### src/rtl/lvtmr_pkg.sv
package lvtmr_pkg;
  localparam int unsigned ENTRY_W  = 32;
  localparam int unsigned VEC_W    = 8;
  localparam int unsigned STAT_BIT = 12;
  localparam int unsigned MASK_BIT = 16;
  localparam int unsigned PER_BIT  = 17;
  localparam int unsigned EXP_W    = 3;

  localparam logic [ENTRY_W-1:0] ENTRY_KEEP =
      (ENTRY_W'(1) << PER_BIT) | (ENTRY_W'(1) << MASK_BIT) |
      (ENTRY_W'(1) << STAT_BIT) | ((ENTRY_W'(1) << VEC_W) - ENTRY_W'(1));
  localparam logic [ENTRY_W-1:0] ENTRY_RST = ENTRY_W'(1) << MASK_BIT;

  // code {3,1,0} plus one, wrapping, is the divisor exponent
  function automatic logic [EXP_W-1:0] div_exp(input logic [3:0] cfg);
    logic [EXP_W-1:0] code;
    code = {cfg[3], cfg[1], cfg[0]};
    return code + EXP_W'(1);
  endfunction
endpackage

### src/rtl/lvtmr_prescaler.sv
module lvtmr_prescaler #(
  parameter int unsigned EXP_W = 3
) (
  input  logic             clk_i,
  input  logic             rst_ni,
  input  logic             run_i,
  input  logic             restart_i,
  input  logic [EXP_W-1:0] exp_i,
  output logic             tick_o
);
  localparam int unsigned PSC_W = (1 << EXP_W) - 1;

  logic [PSC_W-1:0] psc_q;
  logic [PSC_W-1:0] lim;

  assign lim    = (PSC_W'(1) << exp_i) - PSC_W'(1);
  assign tick_o = run_i && (psc_q >= lim);

  always_ff @(posedge clk_i or negedge rst_ni) begin
    if (!rst_ni)                     psc_q <= '0;
    else if (restart_i || !run_i)    psc_q <= '0;
    else if (tick_o)                 psc_q <= '0;
    else                             psc_q <= psc_q + PSC_W'(1);
  end

  assert_idle_clear_R2: assert property (@(posedge clk_i) disable iff (!rst_ni)
    (restart_i || !run_i) |=> psc_q == '0);
endmodule

### src/rtl/lvtmr_count.sv
module lvtmr_count #(
  parameter int unsigned CNT_W = 32
) (
  input  logic             clk_i,
  input  logic             rst_ni,
  input  logic             load_i,
  input  logic [CNT_W-1:0] load_val_i,
  input  logic             tick_i,
  input  logic             periodic_i,
  output logic [CNT_W-1:0] cur_o,
  output logic             run_o,
  output logic             expire_o
);
  logic [CNT_W-1:0] start_q, cur_q;

  assign run_o    = cur_q != '0;
  assign expire_o = tick_i && !load_i && (cur_q == CNT_W'(1));
  assign cur_o    = (start_q == '0) ? '0 : cur_q;

  always_ff @(posedge clk_i or negedge rst_ni) begin
    if (!rst_ni) begin
      start_q <= '0;
      cur_q   <= '0;
    end else if (load_i) begin
      start_q <= load_val_i;
      cur_q   <= load_val_i;
    end else if (tick_i) begin
      if (cur_q == CNT_W'(1)) cur_q <= periodic_i ? start_q : '0;
      else                    cur_q <= cur_q - CNT_W'(1);
    end
  end

  assert_zero_start_R3: assert property (@(posedge clk_i) disable iff (!rst_ni)
    (start_q == '0) |-> (cur_q == '0));
  assert_step_R2: assert property (@(posedge clk_i) disable iff (!rst_ni)
    (tick_i && !load_i && cur_q > CNT_W'(1)) |=> cur_q == $past(cur_q) - CNT_W'(1));
  assert_oneshot_stop_R4: assert property (@(posedge clk_i) disable iff (!rst_ni)
    (expire_o && !periodic_i) |=> cur_q == '0);
  assert_reload_R5: assert property (@(posedge clk_i) disable iff (!rst_ni)
    (expire_o && periodic_i) |=> cur_q == start_q);
endmodule

### src/rtl/lvtmr_entry.sv
module lvtmr_entry
  import lvtmr_pkg::*;
#(
  parameter int unsigned PEND_W = 8
) (
  input  logic               clk_i,
  input  logic               rst_ni,
  input  logic               sw_en_i,
  input  logic               we_i,
  input  logic [ENTRY_W-1:0] wdata_i,
  input  logic               expire_i,
  input  logic               ack_i,
  output logic [ENTRY_W-1:0] entry_o,
  output logic               periodic_o,
  output logic               irq_req_o,
  output logic [VEC_W-1:0]   irq_vector_o,
  output logic [PEND_W-1:0]  pending_o
);
  localparam logic [PEND_W-1:0] PEND_MAX = '1;

  logic [ENTRY_W-1:0] entry_q, entry_d;
  logic [PEND_W-1:0]  pend_q;
  logic               dec;

  always_comb begin
    entry_d = we_i ? (wdata_i & ENTRY_KEEP) : entry_q;
    if (!sw_en_i) entry_d[MASK_BIT] = 1'b1;
  end

  assign irq_req_o    = sw_en_i && !entry_q[MASK_BIT] && (pend_q != '0);
  assign dec          = ack_i && irq_req_o;
  assign irq_vector_o = entry_q[VEC_W-1:0];
  assign periodic_o   = entry_q[PER_BIT];
  assign entry_o      = entry_q;
  assign pending_o    = pend_q;

  always_ff @(posedge clk_i or negedge rst_ni) begin
    if (!rst_ni) entry_q <= ENTRY_RST;
    else         entry_q <= entry_d;
  end

  always_ff @(posedge clk_i or negedge rst_ni) begin
    if (!rst_ni)       pend_q <= '0;
    else if (!sw_en_i) pend_q <= '0;
    else begin
      unique case ({expire_i, dec})
        2'b10:   pend_q <= (pend_q == PEND_MAX) ? PEND_MAX : pend_q + PEND_W'(1);
        2'b01:   pend_q <= pend_q - PEND_W'(1);
        default: pend_q <= pend_q;
      endcase
    end
  end

  assert_mask_forced_R9: assert property (@(posedge clk_i) disable iff (!rst_ni)
    !sw_en_i |=> entry_q[MASK_BIT]);
  assert_pending_cleared_R9: assert property (@(posedge clk_i) disable iff (!rst_ni)
    !sw_en_i |=> pend_q == '0);
  assert_coincide_hold_R8: assert property (@(posedge clk_i) disable iff (!rst_ni)
    (sw_en_i && expire_i && dec) |=> pend_q == $past(pend_q));
  assert_no_overflow_R6: assert property (@(posedge clk_i) disable iff (!rst_ni)
    (sw_en_i && pend_q == PEND_MAX && !dec) |=> pend_q == PEND_MAX);
  assert_entry_bits_R10: assert property (@(posedge clk_i) disable iff (!rst_ni)
    (entry_q & ~ENTRY_KEEP) == '0);
endmodule

### src/rtl/lvt_countdown_timer.sv
module lvt_countdown_timer
  import lvtmr_pkg::*;
#(
  parameter int unsigned CNT_W  = 32,
  parameter int unsigned PEND_W = 8
) (
  input  logic               clk_i,
  input  logic               rst_ni,
  input  logic               sw_enable_i,
  input  logic               div_we_i,
  input  logic [3:0]         div_wdata_i,
  output logic [3:0]         div_cfg_o,
  input  logic               start_we_i,
  input  logic [CNT_W-1:0]   start_wdata_i,
  input  logic               entry_we_i,
  input  logic [ENTRY_W-1:0] entry_wdata_i,
  output logic [ENTRY_W-1:0] entry_o,
  output logic [CNT_W-1:0]   cur_count_o,
  output logic               irq_req_o,
  output logic [VEC_W-1:0]   irq_vector_o,
  input  logic               irq_ack_i,
  output logic [PEND_W-1:0]  pending_o
);
  logic [3:0]       div_q;
  logic [EXP_W-1:0] exp_w;
  logic             run, tick, expire, periodic;

  always_ff @(posedge clk_i or negedge rst_ni) begin
    if (!rst_ni)       div_q <= '0;
    else if (div_we_i) div_q <= div_wdata_i;
  end

  assign div_cfg_o = div_q;
  assign exp_w     = div_exp(div_q);

  lvtmr_prescaler #(.EXP_W(EXP_W)) u_psc (
    .clk_i     (clk_i),
    .rst_ni    (rst_ni),
    .run_i     (run),
    .restart_i (start_we_i),
    .exp_i     (exp_w),
    .tick_o    (tick)
  );

  lvtmr_count #(.CNT_W(CNT_W)) u_cnt (
    .clk_i      (clk_i),
    .rst_ni     (rst_ni),
    .load_i     (start_we_i),
    .load_val_i (start_wdata_i),
    .tick_i     (tick),
    .periodic_i (periodic),
    .cur_o      (cur_count_o),
    .run_o      (run),
    .expire_o   (expire)
  );

  lvtmr_entry #(.PEND_W(PEND_W)) u_ent (
    .clk_i        (clk_i),
    .rst_ni       (rst_ni),
    .sw_en_i      (sw_enable_i),
    .we_i         (entry_we_i),
    .wdata_i      (entry_wdata_i),
    .expire_i     (expire),
    .ack_i        (irq_ack_i),
    .entry_o      (entry_o),
    .periodic_o   (periodic),
    .irq_req_o    (irq_req_o),
    .irq_vector_o (irq_vector_o),
    .pending_o    (pending_o)
  );

  assert_req_gated_R7: assert property (@(posedge clk_i) disable iff (!rst_ni)
    irq_req_o |-> (sw_enable_i && !entry_o[MASK_BIT] && pending_o != '0));
endmodule

### config.mk
export PLATFORM = sky130hd
export DESIGN_NAME = lvt_countdown_timer
export DESIGN_NICKNAME = d
export VERILOG_FILES = /design/src/rtl/lvtmr_pkg.sv /design/src/rtl/lvtmr_prescaler.sv /design/src/rtl/lvtmr_count.sv /design/src/rtl/lvtmr_entry.sv /design/src/rtl/lvt_countdown_timer.sv
export SDC_FILE = /design/constraint.sdc
export NUM_CORES = 1
export LEC_CHECK = 0
export BUFFER_PORTS_ARGS = -buffer_cell sky130_fd_sc_hd__buf_2
export CORE_UTILIZATION = 48
export DETAILED_ROUTE_END_ITERATION = 8
export GPL_ROUTABILITY_DRIVEN = 0
export GPL_TIMING_DRIVEN = 0
export PLACE_DENSITY = 0.83
export SLEW_MARGIN = 10
export SYNTH_ARGS = -nofsm -noshare
export SYNTH_HDL_FRONTEND = slang
export SYNTH_SLANG_ARGS = --single-unit
### constraint.sdc
create_clock -name clk_i -period 3.5 [get_ports clk_i]
set_input_delay 0.35 -clock clk_i [delete_from_list [all_inputs] [get_ports clk_i]]
set_output_delay 0.35 -clock clk_i [all_outputs]
set_load 0.05 [all_outputs]
==> metrics.txt, run 1 <==
Core Region 12110 sq um; setup TNS 0 ns; Leak 0.003232 uW; first-pass GRT wire length 28410 microns; Nets 927; syn avg cell area 8.740 sq um; DRT antenna net count 0; initial antenna violation count 0; largest net degree at the start of global routing 50; Hold Crit Class input pin to asynchronous set/reset pin; vias 6083; Critical Path Source div_cfg_o[0]; DP HPWL about 13000 microns; ys async rst share 100.0%; Initial Util 49.58%; clk root buf clkbuf_16; met1 Track Usage GR 37.40%; H-tree Lvls 3; Final Util 61.59%; crit path time final 3.451 ns; Synth Instances 687; Congestion Overflow GR 0; Buf+Inv Stages, Crit Path 0; met2 GRT Util ~44%; clk_lat worst skew around 0.35 ns; crit start category register; Layout Skew approximately 0.0099 ns; Fillers 1086; Critical Setup Path Class register to register; period utilization 98.60%; reg-to-reg startpoint div_cfg_o[0]; WL final 18280 microns; Area growth syn-to-layout 24.23%; CP cell instances or3_4 -> ha_4 -> nor3_4 -> a21oi_1 -> ha_1 -> a21o_1 -> a221o_1 -> a41oi_4 -> o211ai_1 -> or3_1 -> a221oi_2; DR iter-0 viols 809; Reg clk slew, reported paths 0.06 ns; Port Buffers 116; crit end category register; via/cell ratio 6.023; DR pass1 iterations 7; unique cell type count in the Yosys netlist 71; RSZ-0062 raised after global routing true; Seq/Total Area, Yosys 39.20%; CP delay by family, top compound AO/OA/AOI/OAI gates; aggregate global-route resource usage approximately 29%; number of global-route vias before repair 5626; VDD IR max between 300 and 400 uV; max_slew headroom 20.59%; crit-path max FO 10; PwrDens 457.0 nW/um^2; Final setup viols 0; I/O pin count 160; CP arrival ~3.7 ns; R2R setup slack 0.05 ns; CP max stage delay 0.47 ns; die height 113.8 microns; hold_buf cts 0; EDFF count, synth 0; # diodes 0; FF+latch count, synth 94; final hold slack 0.03110 ns; Clock Sinks between 90 and 100; final hold violations 0; Max-cap violations 0; yosys synthesis warning count 0; ys flop type dfrtp_1; layout cell share with drive strength beyond 1 between 20% and 30%; TritonCTS clock tree yes; DR WL/cell 18.10 microns; Die Wd 113.8 microns; Fmax 289.8 MHz; met3 Usage GRT 6.801%; status finished, final reports clean; crit path max-delay cell type dfrtp_2; Residual DRC 0; Die ar. 12960 sq um; Longest Clk Path Bufs 2; Rows 40; Max Slew Vio Count 0; Synth Cell Area around 6000 sq um; WP data required 3.75 ns; GR peak layer met2; CTS Buf Count 9; worst slew pin tran 1.184 ns
flip-flops by register name, summed over array words and instances, names as in the netlist:
signal           flops
u_cnt.start_q       32
u_ent.pending_o      8
u_psc.psc_q          7
div_cfg_o            4
u_ent.entry_o       11
u_cnt.cur_q         32
synth_stat cells, drive strengths merged, types with 2 or more instances:
cell | number | area [sq um]
or4 | 6 | 48.80
a21oi | 29 | 148.9
a211oi | 15 | 117.6
nor4 | 26 | 162.7
inv | 35 | 131.4
a21boi | 2 | 15.02
nor2 | 60 | 225.2
dfrtp | 93 | 2327
nand2b | 4 | 25.02
o32a | 5 | 50.05
and3 | 6 | 37.54
a221oi | 10 | 87.58
o21a | 3 | 22.52
a22o | 6 | 52.55
nor3b | 2 | 15.01
nand4 | 7 | 43.79
nand3 | 20 | 100.1
xor2 | 5 | 43.79
nand2 | 53 | 198.9
o21bai | 2 | 15.01
o211ai | 8 | 60.06
nor2b | 25 | 156.4
and2 | 4 | 25.03
o2bb2ai | 7 | 61.31
ha | 14 | 175.2
o22ai | 7 | 43.79
xnor2 | 4 | 35.03
a31oi | 11 | 68.82
buf | 43 | 287.8
nor4b | 5 | 43.79
a32oi | 4 | 35.03
a21o | 3 | 22.52
o21ai | 36 | 180.2
nor3 | 24 | 125.1
mux2 | 31 | 349.1
clkbuf | 30 | 112.6
o221ai | 4 | 35.03
o31ai | 7 | 52.55
or3 | 8 | 50.05
or3b | 2 | 17.52
cells by family (layout without fill, tap and decap cells):
family | count (synthesis) | count (layout) | synth area share, %
other | 1 | 21 | 0.06245
buffers and inverters | 109 | 244 | 8.919
adders and majority gates | 14 | 14 | 2.917
xor gates and xnor gates | 9 | 9 | 1.313
AOI/OAI and AO/OA | 172 | 172 | 19.77
and+or+nand+nor | 256 | 256 | 21.84
DFF | 94 | 94 | 39.20
muxes | 32 | 32 | 5.980
cell type report:
cell class                 count  area (sq um)  area share (%)
multi-input combinational    504          3353           44.95
sequential                    94          2357           31.60
timing repair buffer         125         670.6           8.990
buffer                        68         395.4           5.300
clock buffer                  11         242.7           3.254
tap                          168         210.2           2.818
inverter                      36         135.1           1.811
clock inverter                 4         95.09           1.275
layout by cell type, fill, tap and decap left out, types with 9 or more instances in the layout:
cell       count
buf_2        118
nor2_1        59
clkbuf_1      23
clkbuf_16      9
nand2_1       52
a31oi_1       11
a211oi_1      13
dfrtp_1       90
buf_4         41
mux2_2        31
nor3_1        22
nor2b_1       25
inv_1         35
a21oi_1       27
nand3_1       20
nor4_1        22
ha_1          13
o21ai_0       34
conb_1        21
report_power, final:
group          internal [uW]  switching (uW)
clock                    713             411
combinational            304             656
sequential              1200             129
worst reg2reg max path: stages, from the launching register on:
cell and delay (ns):
dfrtp_2 0.47, or3_4 0.40, ha_4 0.21, nor3_4 0.13, a21oi_1 0.07, ha_1 0.35, a21o_1 0.21, a221o_1 0.37
a41oi_4 0.31, o211ai_1 0.16, or3_1 0.39, a221oi_2 0.28
per-stage QoR:
step                      cell area (sq um)  worst slack [ns]  total power [uW]  std cells
after floorplan                        6116         0.0002987              1998        707
after global placement                 6907           -0.2713              2237        991
after detailed placement               6943           -0.3076              2258        992
after CTS                              7375         0.0002340              3397       1010
after global routing                   7460          -0.06458              3538       1010
final                                  7460           0.04914              3409       1010
routing by layer:
| metal | up-vias | part of all wire, % |
|---|---|---|
| met1 | 2824 | 39 |
| met4 | 0 | 4.1 |
| met5 | - | 0 |
| met3 | 74 | 11 |
| li1 | 2766 | - |
| met2 | 419 | 46 |
worst paths after layout:
check / cells after the start / endpoint
setup reg to reg: 11 / u_ent.pending_o[4]
hold reg to reg: 1 / u_psc.psc_q[0]
hold / removal: 1 / u_ent.entry_o[5]
max in group asynchronous: 2 / u_cnt.start_q[8]
min in group clk_i: 2 / u_ent.entry_o[16]
setup / recovery: 11 / u_ent.pending_o[4]
what timing repair did:
action | CTS | global route
resized for setup | 15 | 21
pin swaps | 4 | 11
setup buffers | 5 | 3
endpoints found under the setup margin | 34 | 39
Note: power is estimated with default switching activity, not from simulation.
==> inputs of run 2 (changes only) <==
Settings changed: CORE_UTILIZATION 48 to 35, PLACE_DENSITY 0.83 to 0.65.
==> metrics.txt, run 2 (same netlist as run 1, synthesis figures left out) <==
status finished, violations left; violated checks hold timing; vias 5915 (-2.8%); Placed Instance Area 7008 sq um (+0.94%); DRT antenna net count 0 (unchanged); worst slew pin tran 1.174 ns (-0.01054 ns); I/O pin count 160 (unchanged); CP arrival 3.71 ns (about the same); Final setup viols 0 (unchanged); Clock Sinks 94 (unchanged); Core Region 16640 sq um (+37%); post-route cell area 7502 sq um (+0.57%); Area growth syn-to-layout 24.94%; Residual DRC 0 (unchanged); TritonCTS clock tree yes; first-pass GRT wire length 30850 microns (+8.6%); final hold slack -0.007035 ns (-0.03814 ns); initial antenna violation count 0 (unchanged); DR WL/cell 18.38 microns (+1.6%); most common cell after layout, fill and taps aside buf_2; die height 133.0 microns (+17%); worst reg2reg path depth 12 (+1); Max-cap violations 0 (unchanged); Non-Filler Instances 1066 (+5.5%); clk root buf clkbuf_16; H-tree Lvls 3 (unchanged); most frequent cells in the layout buf_2 (119), dfrtp_1 (90), nor2_1 (59); number of global-route vias before repair 5536 (-1.6%); DP HPWL 14070 microns (+9.2%); Die ar. 17680 sq um (+36%); DR pass1 iterations 5 (-2); Initial Util 36.08% (-13 points); Fmax 290.5 MHz (+0.26%); crit-path max FO 8 (-2); Leak 0.003213 uW (-0.60%); # diodes 0 (unchanged); Longest Clk Path Bufs 2 (unchanged); DR iter-0 viols 559 (-31%); RSZ-0062 raised after global routing true; Reg clk slew, reported paths 0.07 ns (about the same); Max Slew Vio Count 0 (unchanged); largest net degree at the start of global routing 51 (+2.0%); clk_lat worst skew 0.37 ns (+0.02 ns); layout cell share with drive strength beyond 1 28.96% (+0.10 points); Final WS setup 0.05810 ns (+0.008962 ns); Critical Setup Path Class register to register; setup TNS 0 ns (unchanged); crit end category register; WL final 19600 microns (+7.2%); period utilization 98.34% (-0.26 points); final hold violations 3 (+3); via/cell ratio 5.549 (-7.9%); Congestion Overflow GR 0 (unchanged); max_slew headroom 21.29% (+0.71 points); Rows 47 (+18%); VDD IR max 246.5 uV (-21%); Die Wd 133.0 microns (+17%); Hold Crit Class input pin to asynchronous set/reset pin; aggregate global-route resource usage 22.59% (-6.0 points); crit start category register; DP Cell Count 1044 (+5.2%); Layout Skew 0.009705 ns (-0.0001954 ns); Port Buffers 116 (unchanged); WP data required 3.77 ns (+0.02 ns); PwrDens 436.3 nW/um^2 (-4.5%); CTS Buf Count 9 (unchanged); Nets 930 (+0.32%); Fillers 1712 (+58%); crit path time final 3.442 ns (-0.008962 ns); Setup WS pre-CTS -0.4489 ns (-0.1414 ns)
## run 2: cell count changes in the layout (fill, tap and decap cells not counted), sizes merged
cell,previous run,this run
buf,168,172
bufinv,3,0
clkinv,2,3
clkinvlp,0,1
inv,35,36
## run 2: what timing repair did
item / 4_1_cts / 5_1_grt
endpoints found under the setup margin: 36 / 39
hold buffers: 0 / 0
pin swaps: 5 / 11
gates resized for setup: 13 / 23
buffers inserted: 4 / 7
## run 2: critical path, stage by stage (launching register included)
cell	delay (ns)
dfrtp_2	0.46
or3_4	0.41
ha_4	0.20
a21oi_2	0.11
nor2_1	0.05
a31oi_1	0.15
ha_1	0.27
buf_4	0.13
a221o_1	0.41
a41oi_4	0.32
o211ai_1	0.18
or3_1	0.43
a221oi_2	0.22
## run 2: per-layer routing
metal  global-route usage, %  routed length (microns)  vias to the layer above
met5                       0                        0                        -
met4                   8.812                      584                        0
met2                   35.37                     9074                      263
met1                   30.52                     8498                     2822
met3                   4.521                     1440                       43
li1                        -                        -                     2787
## run 2: final timing paths
check / end / slack (ns) / start
setup / recovery: u_ent.pending_o[4] / 0.06 / div_cfg_o[0]
hold / removal: u_ent.entry_o[0] / -0.007 / rst_ni
setup reg to reg: u_ent.pending_o[4] / 0.06 / div_cfg_o[0]
hold reg to reg: u_psc.psc_q[0] / 0.50 / u_psc.psc_q[0]
max in group asynchronous: u_cnt.start_q[20] / 2.84 / rst_ni
min in group clk_i: div_cfg_o[0] / 0.21 / div_wdata_i[0]
## run 2: layout make-up
type                    instances  area, sq um  area share [%]
flip-flops and latches         94         2357           31.42
clock buffers                  12        256.5           3.419
plain buffers                  68        394.1           5.253
inverters                      36        135.1           1.801
clock inverters                 4        30.03          0.4003
repair buffers                128        696.9           9.290
well taps                     220        275.3           3.669
multi-input cells             504         3357           44.75
## run 2: where the power goes
| part | internal [uW] | total (uW) | switching [uW] | leakage (uW) |
|---|---|---|---|---|
| clock network | 524 | 981 | 457 | 0.000139 |
| logic | 311 | 968 | 657 | 0.00194 |
| registers | 1200 | 1320 | 129 | 0.00114 |
## run 2: through the flow
step / total power [uW] / util [%] / hold slack [ns]
after floorplan: 1998 / - / 0.05441
after global placement: 2251 / 41.89 / 0.4743
after detailed placement: 2266 / 42.11 / 0.4063
after CTS: 3252 / 44.31 / 0.01987
after global routing: 3408 / 45.08 / 0.04351
final: 3273 / 45.08 / -0.007035
